`config.mk`:
```
export PLATFORM = sky130hd
export DESIGN_NAME = eeprom_word_reader
export DESIGN_NICKNAME = d
export VERILOG_FILES = /design/src/rtl/eeprom_rd_pkg.sv /design/src/rtl/eeprom_rd_ctrl.sv /design/src/rtl/eeprom_rd_dp.sv /design/src/rtl/eeprom_word_reader.sv
export SDC_FILE = /design/constraint.sdc
export NUM_CORES = 1
export LEC_CHECK = 0
export CAP_MARGIN = 20
export CELL_PAD_IN_SITES_DETAIL_PLACEMENT = 1
export CELL_PAD_IN_SITES_GLOBAL_PLACEMENT = 2
export CORE_MARGIN = 3
export CORE_UTILIZATION = 35
export DETAILED_ROUTE_END_ITERATION = 12
export PLACE_DENSITY_LB_ADDON = 0.1
export SYNTH_ARGS = -nofsm -noshare
export SYNTH_HDL_FRONTEND = slang
export SYNTH_SLANG_ARGS = --single-unit
```
`constraint.sdc`:
```
create_clock -name clk -period 3.4 [get_ports clk]
set_clock_uncertainty 0.05 [all_clocks]
set_input_delay 0.85 -clock clk [delete_from_list [all_inputs] [get_ports clk]]
set_output_delay 0.85 -clock clk [all_outputs]
set_load 0.01 [all_outputs]
```
`src/rtl/eeprom_rd_pkg.sv`:
```
package eeprom_rd_pkg;

  localparam int          CMD_W    = 3;
  localparam logic [2:0]  CMD_BITS = 3'b110;   // start bit, then read opcode

  typedef enum logic [3:0] {
    ST_IDLE,
    ST_CS_ON,
    ST_PRE_HI,
    ST_PRE_LO,
    ST_BIT_SET,
    ST_BIT_HI,
    ST_BIT_LO,
    ST_DO_ZERO,
    ST_RD_HI,
    ST_RD_LO,
    ST_CS_OFF,
    ST_POST_HI,
    ST_POST_LO
  } seqState_t;

  typedef struct packed {
    logic load;       // capture address, clear read word
    logic shiftCmd;   // advance the outgoing bit
    logic sampleBit;  // take in one data bit
    logic driveBit;   // outgoing bit is on the data pin next cycle
  } dpCtl_t;

endpackage

```
`src/rtl/eeprom_rd_ctrl.sv`:
```
module eeprom_rd_ctrl
  import eeprom_rd_pkg::*;
#(
  parameter int SETTLE_CLKS  = 2,
  parameter int ADDR_W_SMALL = 6,
  parameter int ADDR_W_LARGE = 8,
  parameter int DATA_W       = 16
) (
  input  logic   clk,
  input  logic   rstN,
  input  logic   start,
  input  logic   addrBig,
  output logic   busy,
  output logic   done,
  output logic   eeCs,
  output logic   eeSclk,
  output dpCtl_t ctl
);

  localparam int CNT_W    = (SETTLE_CLKS > 1) ? $clog2(SETTLE_CLKS) : 1;
  localparam int TX_SMALL = CMD_W + ADDR_W_SMALL;
  localparam int TX_LARGE = CMD_W + ADDR_W_LARGE;
  localparam int MAX_BITS = (TX_LARGE > DATA_W) ? TX_LARGE : DATA_W;
  localparam int BIT_W    = $clog2(MAX_BITS + 1);

  seqState_t        state, stateD;
  logic [CNT_W-1:0] settleCnt;
  logic [BIT_W-1:0] bitCnt, bitCntD;
  logic             bigQ;
  logic             stepDone, lastTx, lastRx;

  assign stepDone = (settleCnt == CNT_W'(SETTLE_CLKS - 1));
  assign lastTx   = bigQ ? (bitCnt == BIT_W'(TX_LARGE - 1))
                         : (bitCnt == BIT_W'(TX_SMALL - 1));
  assign lastRx   = (bitCnt == BIT_W'(DATA_W - 1));
  assign busy     = (state != ST_IDLE);

  always_comb begin
    stateD  = state;
    bitCntD = bitCnt;
    if (state == ST_IDLE) begin
      if (start) begin
        stateD  = ST_CS_ON;
        bitCntD = '0;
      end
    end else if (stepDone) begin
      unique case (state)
        ST_CS_ON:   stateD = ST_PRE_HI;
        ST_PRE_HI:  stateD = ST_PRE_LO;
        ST_PRE_LO:  stateD = ST_BIT_SET;
        ST_BIT_SET: stateD = ST_BIT_HI;
        ST_BIT_HI:  stateD = ST_BIT_LO;
        ST_BIT_LO: begin
          if (lastTx) begin
            stateD  = ST_DO_ZERO;
            bitCntD = '0;
          end else begin
            stateD  = ST_BIT_SET;
            bitCntD = bitCnt + 1'b1;
          end
        end
        ST_DO_ZERO: stateD = ST_RD_HI;
        ST_RD_HI:   stateD = ST_RD_LO;
        ST_RD_LO: begin
          stateD  = lastRx ? ST_CS_OFF : ST_RD_HI;
          bitCntD = bitCnt + 1'b1;
        end
        ST_CS_OFF:  stateD = ST_POST_HI;
        ST_POST_HI: stateD = ST_POST_LO;
        ST_POST_LO: stateD = ST_IDLE;
        default:    stateD = ST_IDLE;
      endcase
    end
  end

  always_comb begin
    ctl.load      = (state == ST_IDLE) && start;
    ctl.shiftCmd  = (state == ST_BIT_LO) && stepDone;
    ctl.sampleBit = (state == ST_RD_LO) && stepDone;
    ctl.driveBit  = (stateD inside {ST_BIT_SET, ST_BIT_HI, ST_BIT_LO});
  end

  always_ff @(posedge clk or negedge rstN) begin
    if (!rstN) begin
      state     <= ST_IDLE;
      settleCnt <= '0;
      bitCnt    <= '0;
      bigQ      <= 1'b0;
      eeCs      <= 1'b0;
      eeSclk    <= 1'b0;
      done      <= 1'b0;
    end else begin
      state  <= stateD;
      bitCnt <= bitCntD;
      if (state == ST_IDLE || stepDone) settleCnt <= '0;
      else                              settleCnt <= settleCnt + 1'b1;
      if (ctl.load) bigQ <= addrBig;
      eeCs   <= (stateD inside {ST_CS_ON, ST_PRE_HI, ST_PRE_LO, ST_BIT_SET,
                                ST_BIT_HI, ST_BIT_LO, ST_DO_ZERO, ST_RD_HI,
                                ST_RD_LO});
      eeSclk <= (stateD inside {ST_PRE_HI, ST_BIT_HI, ST_RD_HI, ST_POST_HI});
      done   <= (state == ST_POST_LO) && stepDone;
    end
  end

endmodule

```
`src/rtl/eeprom_rd_dp.sv`:
```
module eeprom_rd_dp
  import eeprom_rd_pkg::*;
#(
  parameter int ADDR_W_SMALL = 6,
  parameter int ADDR_W_LARGE = 8,
  parameter int DATA_W       = 16
) (
  input  logic                    clk,
  input  logic                    rstN,
  input  dpCtl_t                  ctl,
  input  logic [ADDR_W_LARGE-1:0] addr,
  input  logic                    addrBig,
  input  logic                    eeMiso,
  output logic                    eeMosi,
  output logic [DATA_W-1:0]       rdData
);

  localparam int SH_W  = CMD_W + ADDR_W_LARGE;
  localparam int PAD_W = ADDR_W_LARGE - ADDR_W_SMALL;

  logic [SH_W-1:0]   txShift, txLoad;
  logic [DATA_W-1:0] rxShift;
  logic              mosiQ;

  // Left-align the outgoing bits so the MSB always leaves first.
  generate
    if (PAD_W > 0) begin : g_two_sizes
      assign txLoad = addrBig ? {CMD_BITS, addr}
                              : {CMD_BITS, addr[ADDR_W_SMALL-1:0], {PAD_W{1'b0}}};
    end else begin : g_one_size
      assign txLoad = {CMD_BITS, addr};
    end
  endgenerate

  always_ff @(posedge clk or negedge rstN) begin
    if (!rstN) begin
      txShift <= '0;
      rxShift <= '0;
      mosiQ   <= 1'b0;
    end else if (ctl.load) begin
      txShift <= txLoad;
      rxShift <= '0;
      mosiQ   <= 1'b0;
    end else begin
      if (ctl.shiftCmd) txShift <= {txShift[SH_W-2:0], 1'b0};
      mosiQ <= ctl.driveBit & (ctl.shiftCmd ? txShift[SH_W-2] : txShift[SH_W-1]);
      if (ctl.sampleBit) rxShift <= {rxShift[DATA_W-2:0], eeMiso};
    end
  end

  assign eeMosi = mosiQ;
  assign rdData = rxShift;

endmodule

```
`src/rtl/eeprom_word_reader.sv`:
```
module eeprom_word_reader
  import eeprom_rd_pkg::*;
#(
  parameter int SETTLE_CLKS  = 2,
  parameter int ADDR_W_SMALL = 6,
  parameter int ADDR_W_LARGE = 8,
  parameter int DATA_W       = 16
) (
  input  logic                    clk,
  input  logic                    rstN,
  input  logic                    start,
  input  logic [ADDR_W_LARGE-1:0] addr,
  input  logic                    addrBig,
  output logic                    busy,
  output logic                    done,
  output logic [DATA_W-1:0]       rdData,
  output logic                    eeCs,
  output logic                    eeSclk,
  output logic                    eeMosi,
  input  logic                    eeMiso
);

  dpCtl_t ctl;

  eeprom_rd_ctrl #(
    .SETTLE_CLKS (SETTLE_CLKS),
    .ADDR_W_SMALL(ADDR_W_SMALL),
    .ADDR_W_LARGE(ADDR_W_LARGE),
    .DATA_W      (DATA_W)
  ) u_ctrl (
    .clk    (clk),
    .rstN   (rstN),
    .start  (start),
    .addrBig(addrBig),
    .busy   (busy),
    .done   (done),
    .eeCs   (eeCs),
    .eeSclk (eeSclk),
    .ctl    (ctl)
  );

  eeprom_rd_dp #(
    .ADDR_W_SMALL(ADDR_W_SMALL),
    .ADDR_W_LARGE(ADDR_W_LARGE),
    .DATA_W      (DATA_W)
  ) u_dp (
    .clk    (clk),
    .rstN   (rstN),
    .ctl    (ctl),
    .addr   (addr),
    .addrBig(addrBig),
    .eeMiso (eeMiso),
    .eeMosi (eeMosi),
    .rdData (rdData)
  );

endmodule

```
Yosys cells after proc, flatten, opt, wreduce, memory -nomap -nowiden
Index checks and enable logic that the tools add are counted.

operators by class
  add/subtract/negate cells = 2
  bitwise gates (word level) = 1
  equality and inequality tests = 26
  reductions and logical operators = 15
  muxes and demuxes = 20

operator list
  kind                 count
  $pmux 4 s11          1
  $eq 4x3->1 const B   8
  $eq 4x4->1 const B   8
  $mux 16              2
  $mux 11              2
  $mux 5               4
  $eq 4x2->1 const B   4
  $eq 5x4->1 const B   3
  $mux 4               3
  $pmux 5 s2           1
  $reduce_bool 9->1    1
  $eq 4x1->1 const B   2
  $mux 8               1
  $reduce_bool 4->1    2
  $reduce_bool 2->1    3
  $reduce_bool 3->1    2
  $add 5x1->5 const B  1
  $logic_and 1x1->1    4
  $logic_not 4->1      1
  $mux 1               4
  $mux 2               2
  $reduce_and 3->1     1
  $ne 2x2->1 const B   1
  $add 1x1->1 const B  1
  other kinds (2)      2

storage, ports and cells
  output and inout bits = 21
  register bits after elaboration = 42
  word-level logic and storage cells = 74
  input port bits = 13

Depth between registers and ports, before layout
Gate-level depths: netlist of run 1.

  depth in word-level cells = 10
  depth in mapped cells = 10
  mapped depth without buffers = 9

Hierarchy
Synthesis of run 1 repeated with hierarchy kept, for this count alone.

unflattened totals
  cells, all modules = 197
  area total of the unflattened synthesis = 2163.3 um^2

modules (own cells, without submodules)
  module          cells each  area an instance (um^2)  times used
  eeprom_rd_dp    98          1256.2                   1
  eeprom_rd_ctrl  99          907.1                    1

Worst setup path before layout of run 1
Ideal clock, no wire load.

  path type = reg2reg
  from = register u_ctrl.state[2]
  to = register u_ctrl.eeSclk
  stages on the path, launching flop included = 11
  arrival = 1.951 ns
  data required time = 3.222 ns
  buffers on the path = 2
  period minus slack after synthesis = 2.129 ns
  path slack = 1.271 ns
  path through = dfrtp_1 > inv_1 > ha_1 > buf_2 > nor3b_2 > and2_1 > clkbuf_1 > a311o_1 > nor2_1 > a22oi_1 > o22ai_1

between the ends
  cells in the longest elaborated chain, start to end = 6
  elaborated cells on any way between the ends = 21
  classes of those cells = eq/ne: 15; mux: 4; reduce/logical: 2

RTL lines
  item                                      line                   text
  from (decl)                               eeprom_rd_ctrl.sv:26   seqState_t state, stateD;
  from (signal assigned)                    eeprom_rd_ctrl.sv:93   state <= stateD;
  $eq 4x4->1, or another cell as far along  eeprom_rd_ctrl.sv:47   unique case (state)
  $pmux 4 s11                               eeprom_rd_ctrl.sv:47
  $mux 4                                    eeprom_rd_ctrl.sv:46   end else if (stepDone) begin
  $mux 4 (*)                                eeprom_rd_ctrl.sv:41   if (state == ST_IDLE) begin
  net u_ctrl.stateD[0]                      eeprom_rd_ctrl.sv:26
  $eq 4x2->1, or another cell as far along  eeprom_rd_ctrl.sv:101  eeSclk <= (stateD inside {ST_PRE_HI, ST_BIT_HI, ST_RD_HI, ST_POST_HI});
  $reduce_bool 4->1 (*)                     eeprom_rd_ctrl.sv:101
  to (signal assigned)                      eeprom_rd_ctrl.sv:101
  to (decl)                                 eeprom_rd_ctrl.sv:16   output logic eeSclk,

Mark *: on every way through the listed nets, which the timed path passes. The rest lies on a longest branch.
A chain may end at the register's enable or synchronous reset.

Final worst setup path of run 1
  from = register u_ctrl.state[3]
  to = output port busy

between the ends
  cells in the longest elaborated chain, start to end = 1

RTL lines
  item               line                      text
  $reduce_bool 4->1  eeprom_rd_ctrl.sv:36      assign busy = (state != ST_IDLE);
  to (decl)          eeprom_word_reader.sv:14  output logic busy,

Every way passes these cells.

==> results of run 1 <==
[cell type report]
cell class | instances | area, um2
clock buffers | 8 | 110.1
fillers | 650 | 3059
inverters | 5 | 18.77
multi-input cells | 162 | 998.5
flip-flops and latches | 42 | 1051
well taps | 72 | 90.09
repair buffers | 36 | 347.8
[per-stage QoR]
stage	instances	hold slack, ns	setup WS, ns	util	power [mW]
after global placement	317	0.4310	0.7122	0.4416	0.5415
after detailed placement	317	0.4362	0.6587	0.4416	0.5410
final	325	0.4489	0.3579	0.4610	0.9026
after floorplan	221	0.4024	1.271	-	0.5157
after CTS	325	0.4540	0.3167	0.4610	0.9229
after global routing	325	0.4756	0.1382	0.4610	0.9407
[cells in the final DEF (no fill, tap or decap), types with 2 or more instances in the layout]
cell type and n:
buf_4 3, inv_1 5, nor2b_1 5, nand3_1 5
and3_1 3, xor2_1 2, o21ai_0 10, dfrtp_1 42
nand3b_1 3, a221o_1 6, clkbuf_8 8, mux2i_1 10
nand2_1 45, ha_1 7, nand2b_1 6, clkdlybuf4s50_1 32
o31ai_1 3, nor2_1 18, a21oi_1 19
[report_power, final]
group / internal, mW / switching [mW]
Clock: 0.205 / 0.167
Combinational: 0.0150 / 0.0161
Sequential: 0.499 / 0
[flip-flops by register name, summed over array words and instances, names as in the netlist]
register	count
u_ctrl.eeSclk	1
u_dp.rdData	16
u_ctrl.eeCs	1
u_dp.eeMosi	1
u_ctrl.done	1
u_dp.txShift	11
u_ctrl.bitCnt	5
u_ctrl.bigQ	1
u_ctrl.state	4
u_ctrl.settleCnt	1
[logic make-up (layout without fill, tap and decap cells)]
| group | count (synthesis) | in the layout | synth area share |
|---|---|---|---|
| multiplexers | 10 | 10 | 0.04720 |
| buffers and inverters | 17 | 49 | 0.03363 |
| adder cells (fa/ha/maj) | 7 | 7 | 0.04130 |
| AND/OR/NAND/NOR | 91 | 91 | 0.2006 |
| XOR/XNOR | 2 | 2 | 0.008261 |
| flip-flops | 42 | 42 | 0.4956 |
| AO/OA/AOI/OAI | 52 | 52 | 0.1735 |
[how the worst min path moves through the flow]
stage,cells past startpoint,end,slack [ns]
final,1,u_dp.txShift[0]$_DFFE_PN0P_,0.45
after global routing,1,u_dp.txShift[8]$_DFFE_PN0P_,0.48
after CTS,1,u_dp.txShift[0]$_DFFE_PN0P_,0.45
after detailed placement,1,u_dp.txShift[0]$_DFFE_PN0P_,0.44
after global placement,1,u_dp.txShift[0]$_DFFE_PN0P_,0.43
after floorplan,1,u_ctrl.bitCnt[3]$_DFFE_PN0P_,0.40
[routing by layer]
layer  vias to the layer above  wire length [um]
met2                        30              2227
met5                         -                 0
li1                        829                 -
met4                         0                42
met3                         5               164
met1                       828              2598
[critical path, cell delays in order (launching register included)]
cell and delay [ns]:
dfrtp_1 0.45, inv_1 0.10, ha_1 0.31, nor3b_2 0.39
inv_1 0.10, clkdlybuf4s50_1 0.49
==> impl_metrics.toml, run 1 <==
[placement]
globalplace.congestion = 0.7842
placed_area_um2 = 2506
numPortBuffers = 33
dp_hpwl_mm = 3.548

[sta]
slew_headroom = 0.3648
min_period_ns = 3.042
drv_slew = 0
setup-tns-final_ns = 0
setup_violations = 0
worst_pin_slew_ns = 0.9527
fin_crit_sh = 0.8947
clock.fmax_mhz = 328.7
hold_viol = 0
rsz0062_at_grt = "no"

[yosys]
ys_types = 40
synth_top_area_frac = 0.4956
synth_area_leaders = "dfrtp_1, nand2_1, mux2i_1"
ys.flop_type = "dfrtp_1"
synth_area_um2 = 2121
synthArstFlopShare = 1.000
syn_inst = 221
synth_top_cell_by_area = "dfrtp_1"
yosysSeqAreaShare = 0.4956
syn_area_per_cell_um2 = 9.596
yosys_warnings = 0
synth_commonest_cells = "nand2_1, dfrtp_1, a21oi_1, nor2_1"
synth_seq_cells = 42
yosysMostFrequentCell = "nand2_1"
synth_edf_count = 0
syn_nets = 241

[power]
p_per_area_nw_per_um2 = 345.0
p_leak_nw = 1.186
ir_drop_mv = 0.1601

[setup_path]
crit_type = "flop to primary output"
r2r-start = "u_ctrl.state[3]$_DFF_PN0_"
critPathLaunch = "u_ctrl.state[3]$_DFF_PN0_"
crit_fanout = 9
cp.arrival_ns = 2.14
ff2ff_setup_slack_ns = 0.97
regToRegEndpoint = "u_ctrl.eeSclk$_DFF_PN0_"
required_ns = 2.50
rr_worst_depth = 8
endpoint_kind = "primary output"
crit_end = "busy"
cp-start-kind = "flop"

[floorplan]
initial_core_util = 0.3737
dieArea_um2 = 7029
row_count = 27
die_y_um = 83.84
die_w_um = 83.84
core_region_area_um2 = 5675
io_pins = 34

[routing]
vias = 1692
avgRoutedWirePerCell_um = 15.48
vias_per_cell = 5.206
drt_wl_total_mm = 5.032
first_iter_violations = 95
firstDrtPassIters = 4
drc = 0
postRouteAntennaNets = 0

[clock_tree]
numCtsBuffers = 5
post_cts_resized = 0
clock-sinks = 42
insertion_delay_ns = 0.29
clock_path_buffers = 2
clk_pin_slew_ns = 0.08
clockRootBuffer = "clkbuf_8"
htree_levels = 2
hold_buffers = 0
cts_setup_buffers = 0
cts_tree = "yes"

[run_status]
status = "finished, final reports clean"

[global_routing]
grt_pass1_vias = 1740
met2_usage = 0.2401
grt_usage = 0.1520
use_met3 = 0.03060
grt_max_degree = 43
grt_use_met1 = 0.2092
grt_first_pass_wirelength_mm = 8.597
grt_overflow = 0
grt.busiest_layer = "met2"
antenna_found_initial = 0

[finish]
design_area_um2 = 2616
drive_gt1_frac = 0.06719
fin_nets = 272
area_delta_synth_final_pct = 23.36
diodes = 0

[min_path]
hold_start = "u_dp.txShift[0]$_DFFE_PN0P_"
min_path_type = "flop to flop"

[run]
drv_cap = 0
(Power assumes the default switching activity.)
==> run 2: changes to the inputs <==
--- a/config.mk
+++ b/config.mk
@@ -10,6 +10,7 @@
 export CELL_PAD_IN_SITES_GLOBAL_PLACEMENT = 2
 export CORE_MARGIN = 3
 export CORE_UTILIZATION = 35
+export CTS_CLUSTER_SIZE = 25
 export DETAILED_ROUTE_END_ITERATION = 12
 export PLACE_DENSITY_LB_ADDON = 0.1
 export SYNTH_ARGS = -nofsm -noshare
==> results of run 2 <==
Same layout as run 1: the final DEF is identical, and so are final timing and power.
==> run 3: changes to the inputs <==
==> constraint.sdc (replaced) <==
create_clock -name clk -period 3.6 [get_ports clk]
set_clock_uncertainty 0.05 [all_clocks]
set_input_delay 0.9 -clock clk [delete_from_list [all_inputs] [get_ports clk]]
set_output_delay 0.9 -clock clk [all_outputs]
set_load 0.01 [all_outputs]
==> run 3 against run 2 <==
- cell area decreased by 0.19%
- combinational power increased by 2%
- wire length up 3.7%
- non-clock buffer count is the same
- critical endpoint unchanged
==> impl_metrics.toml, run 3 (same netlist as run 1, synthesis figures left out) <==
[routing]
vias = 1699
avgRoutedWirePerCell_um = 16.06
vias_per_cell = 5.228
drc = 0
firstDrtPassIters = 4
postRouteAntennaNets = 0
drt_wl_total_mm = 5.218
first_iter_violations = 120

[power]
switchingPower_mw = 0.2004
ir_drop_mv = 0.1394
p_per_area_nw_per_um2 = 316.7
power.internal_mw = 0.6265
combPwrFrac = 0.038
p_leak_nw = 1.174
power.share.clock = 0.392
switching_share = 0.2423
seq_power_share = 0.570
finalPower_mw = 0.8269

[finish]
drive_gt1_frac = 0.06719
largest_reg_flops = 16
layoutNonFillerInstCount = 325
area_delta_synth_final_pct = 23.13
mostFrequentLayoutCell = "nand2_1"
layout_common_cells = "nand2_1, dfrtp_1, clkdlybuf4s50_1"
diodes = 0
fin_nets = 272

[placement]
globalplace.congestion = 0.7919
numPortBuffers = 33
dp.cells = 316
dp_hpwl_mm = 3.667

[setup_path]
r2r-start = "u_ctrl.state[2]$_DFF_PN0_"
crit_type = "flop to primary output"
required_ns = 2.65
rr_worst_depth = 8
endpoint_kind = "primary output"
crit_fanout = 9
ff2ff_setup_slack_ns = 1.17
cp.arrival_ns = 2.15
regToRegEndpoint = "u_ctrl.eeSclk$_DFF_PN0_"
cp-start-kind = "flop"

[sta]
hold_viol = 0
fin_crit_sh = 0.8608
clock.fmax_mhz = 322.7
drv_slew = 0
worst_pin_slew_ns = 0.7329
rsz0062_at_grt = "no"
setup_violations = 0
min_period_ns = 3.099
setup-tns-final_ns = 0
slew_headroom = 0.5100

[clock_tree]
hold_buffers = 0
htree_levels = 2
clock_path_buffers = 2
clock-sinks = 42
insertion_delay_ns = 0.30
clockRootBuffer = "clkbuf_8"
cts_tree = "yes"
cts_setup_buffers = 0
post_cts_resized = 0
clk_pin_slew_ns = 0.09
numCtsBuffers = 5

[global_routing]
grt_max_degree = 43
grt_overflow = 0
grt_first_pass_wirelength_mm = 8.694
antenna_found_initial = 0
grt_pass1_vias = 1734
grt_usage = 0.1534

[floorplan]
die_w_um = 83.84
row_count = 27
io_pins = 34
die_y_um = 83.84
initial_core_util = 0.3737
core_region_area_um2 = 5675
dieArea_um2 = 7029

[min_path]
min_path_type = "input pin to asynchronous set/reset pin"

[run]
drv_cap = 0

[run_status]
status = "finished, final reports clean"
run 3: cell types whose count changed in the layout (fill, tap and decap cells not counted):
cell,before,now
clkbuf_8,8,5
clkinvlp_4,0,2
buf_12,0,1
buf_4,3,2
inv_6,0,1
run 3: per-layer routing:
layer  vias up  GRT usage  wire (um)
li1        829          -          -
met1       832     0.2188       2672
met2        31     0.2336       2288
met3         7    0.03356        191
met4         0    0.04386         65
met5         -          0          0
run 3: power groups by stage:
stage / clock network, mW / registers (mW) / logic [mW]
finish: 0.324 / 0.471 / 0.0318
global route: 0.356 / 0.471 / 0.0358
global placement: 0 / 0.481 / 0.0307
CTS: 0.334 / 0.471 / 0.0305
floorplan: 0 / 0.481 / 0.00622
detailed placement: 0 / 0.481 / 0.0304
run 3: worst max-delay path by stage:
stage                                         start                      end  slack (ns)
after global routing      u_ctrl.state[2]$_DFF_PN0_                     busy        0.35
after global placement    u_ctrl.state[3]$_DFF_PN0_                     busy        0.86
after floorplan           u_ctrl.state[2]$_DFF_PN0_  u_ctrl.eeSclk$_DFF_PN0_        1.47
after CTS                 u_ctrl.state[2]$_DFF_PN0_                     busy        0.49
after detailed placement  u_ctrl.state[2]$_DFF_PN0_                     busy        0.83
final                     u_ctrl.state[2]$_DFF_PN0_                     busy        0.50
run 3: worst max-delay path: stages (launching register included):
cell and delay [ns]:
dfrtp_1 0.43, inv_1 0.12, ha_1 0.31, nor3b_2 0.39, inv_1 0.10, clkdlybuf4s50_1 0.49
run 3: area by class of cell:
type,count,area [um2]
clock buffer,5,68.82
clock inverter,3,23.77
fill,650,3064
inverter,5,18.77
multi-input combinational,162,998.5
sequential,42,1051
tap,72,90.09
timing repair buffer,36,360.3
run 3: per-stage QoR:
step                      hold WS [ns]  instance area [um2]  utilization  worst slack (ns)
after floorplan                 0.4024                 2121            -             1.471
after global placement          0.4301                 2499       0.4403            0.8595
after detailed placement        0.4347                 2499       0.4403            0.8269
after CTS                       0.4541                 2591       0.4566            0.4865
after global routing            0.3858                 2611       0.4601            0.3480
final                           0.3812                 2611       0.4601            0.5011
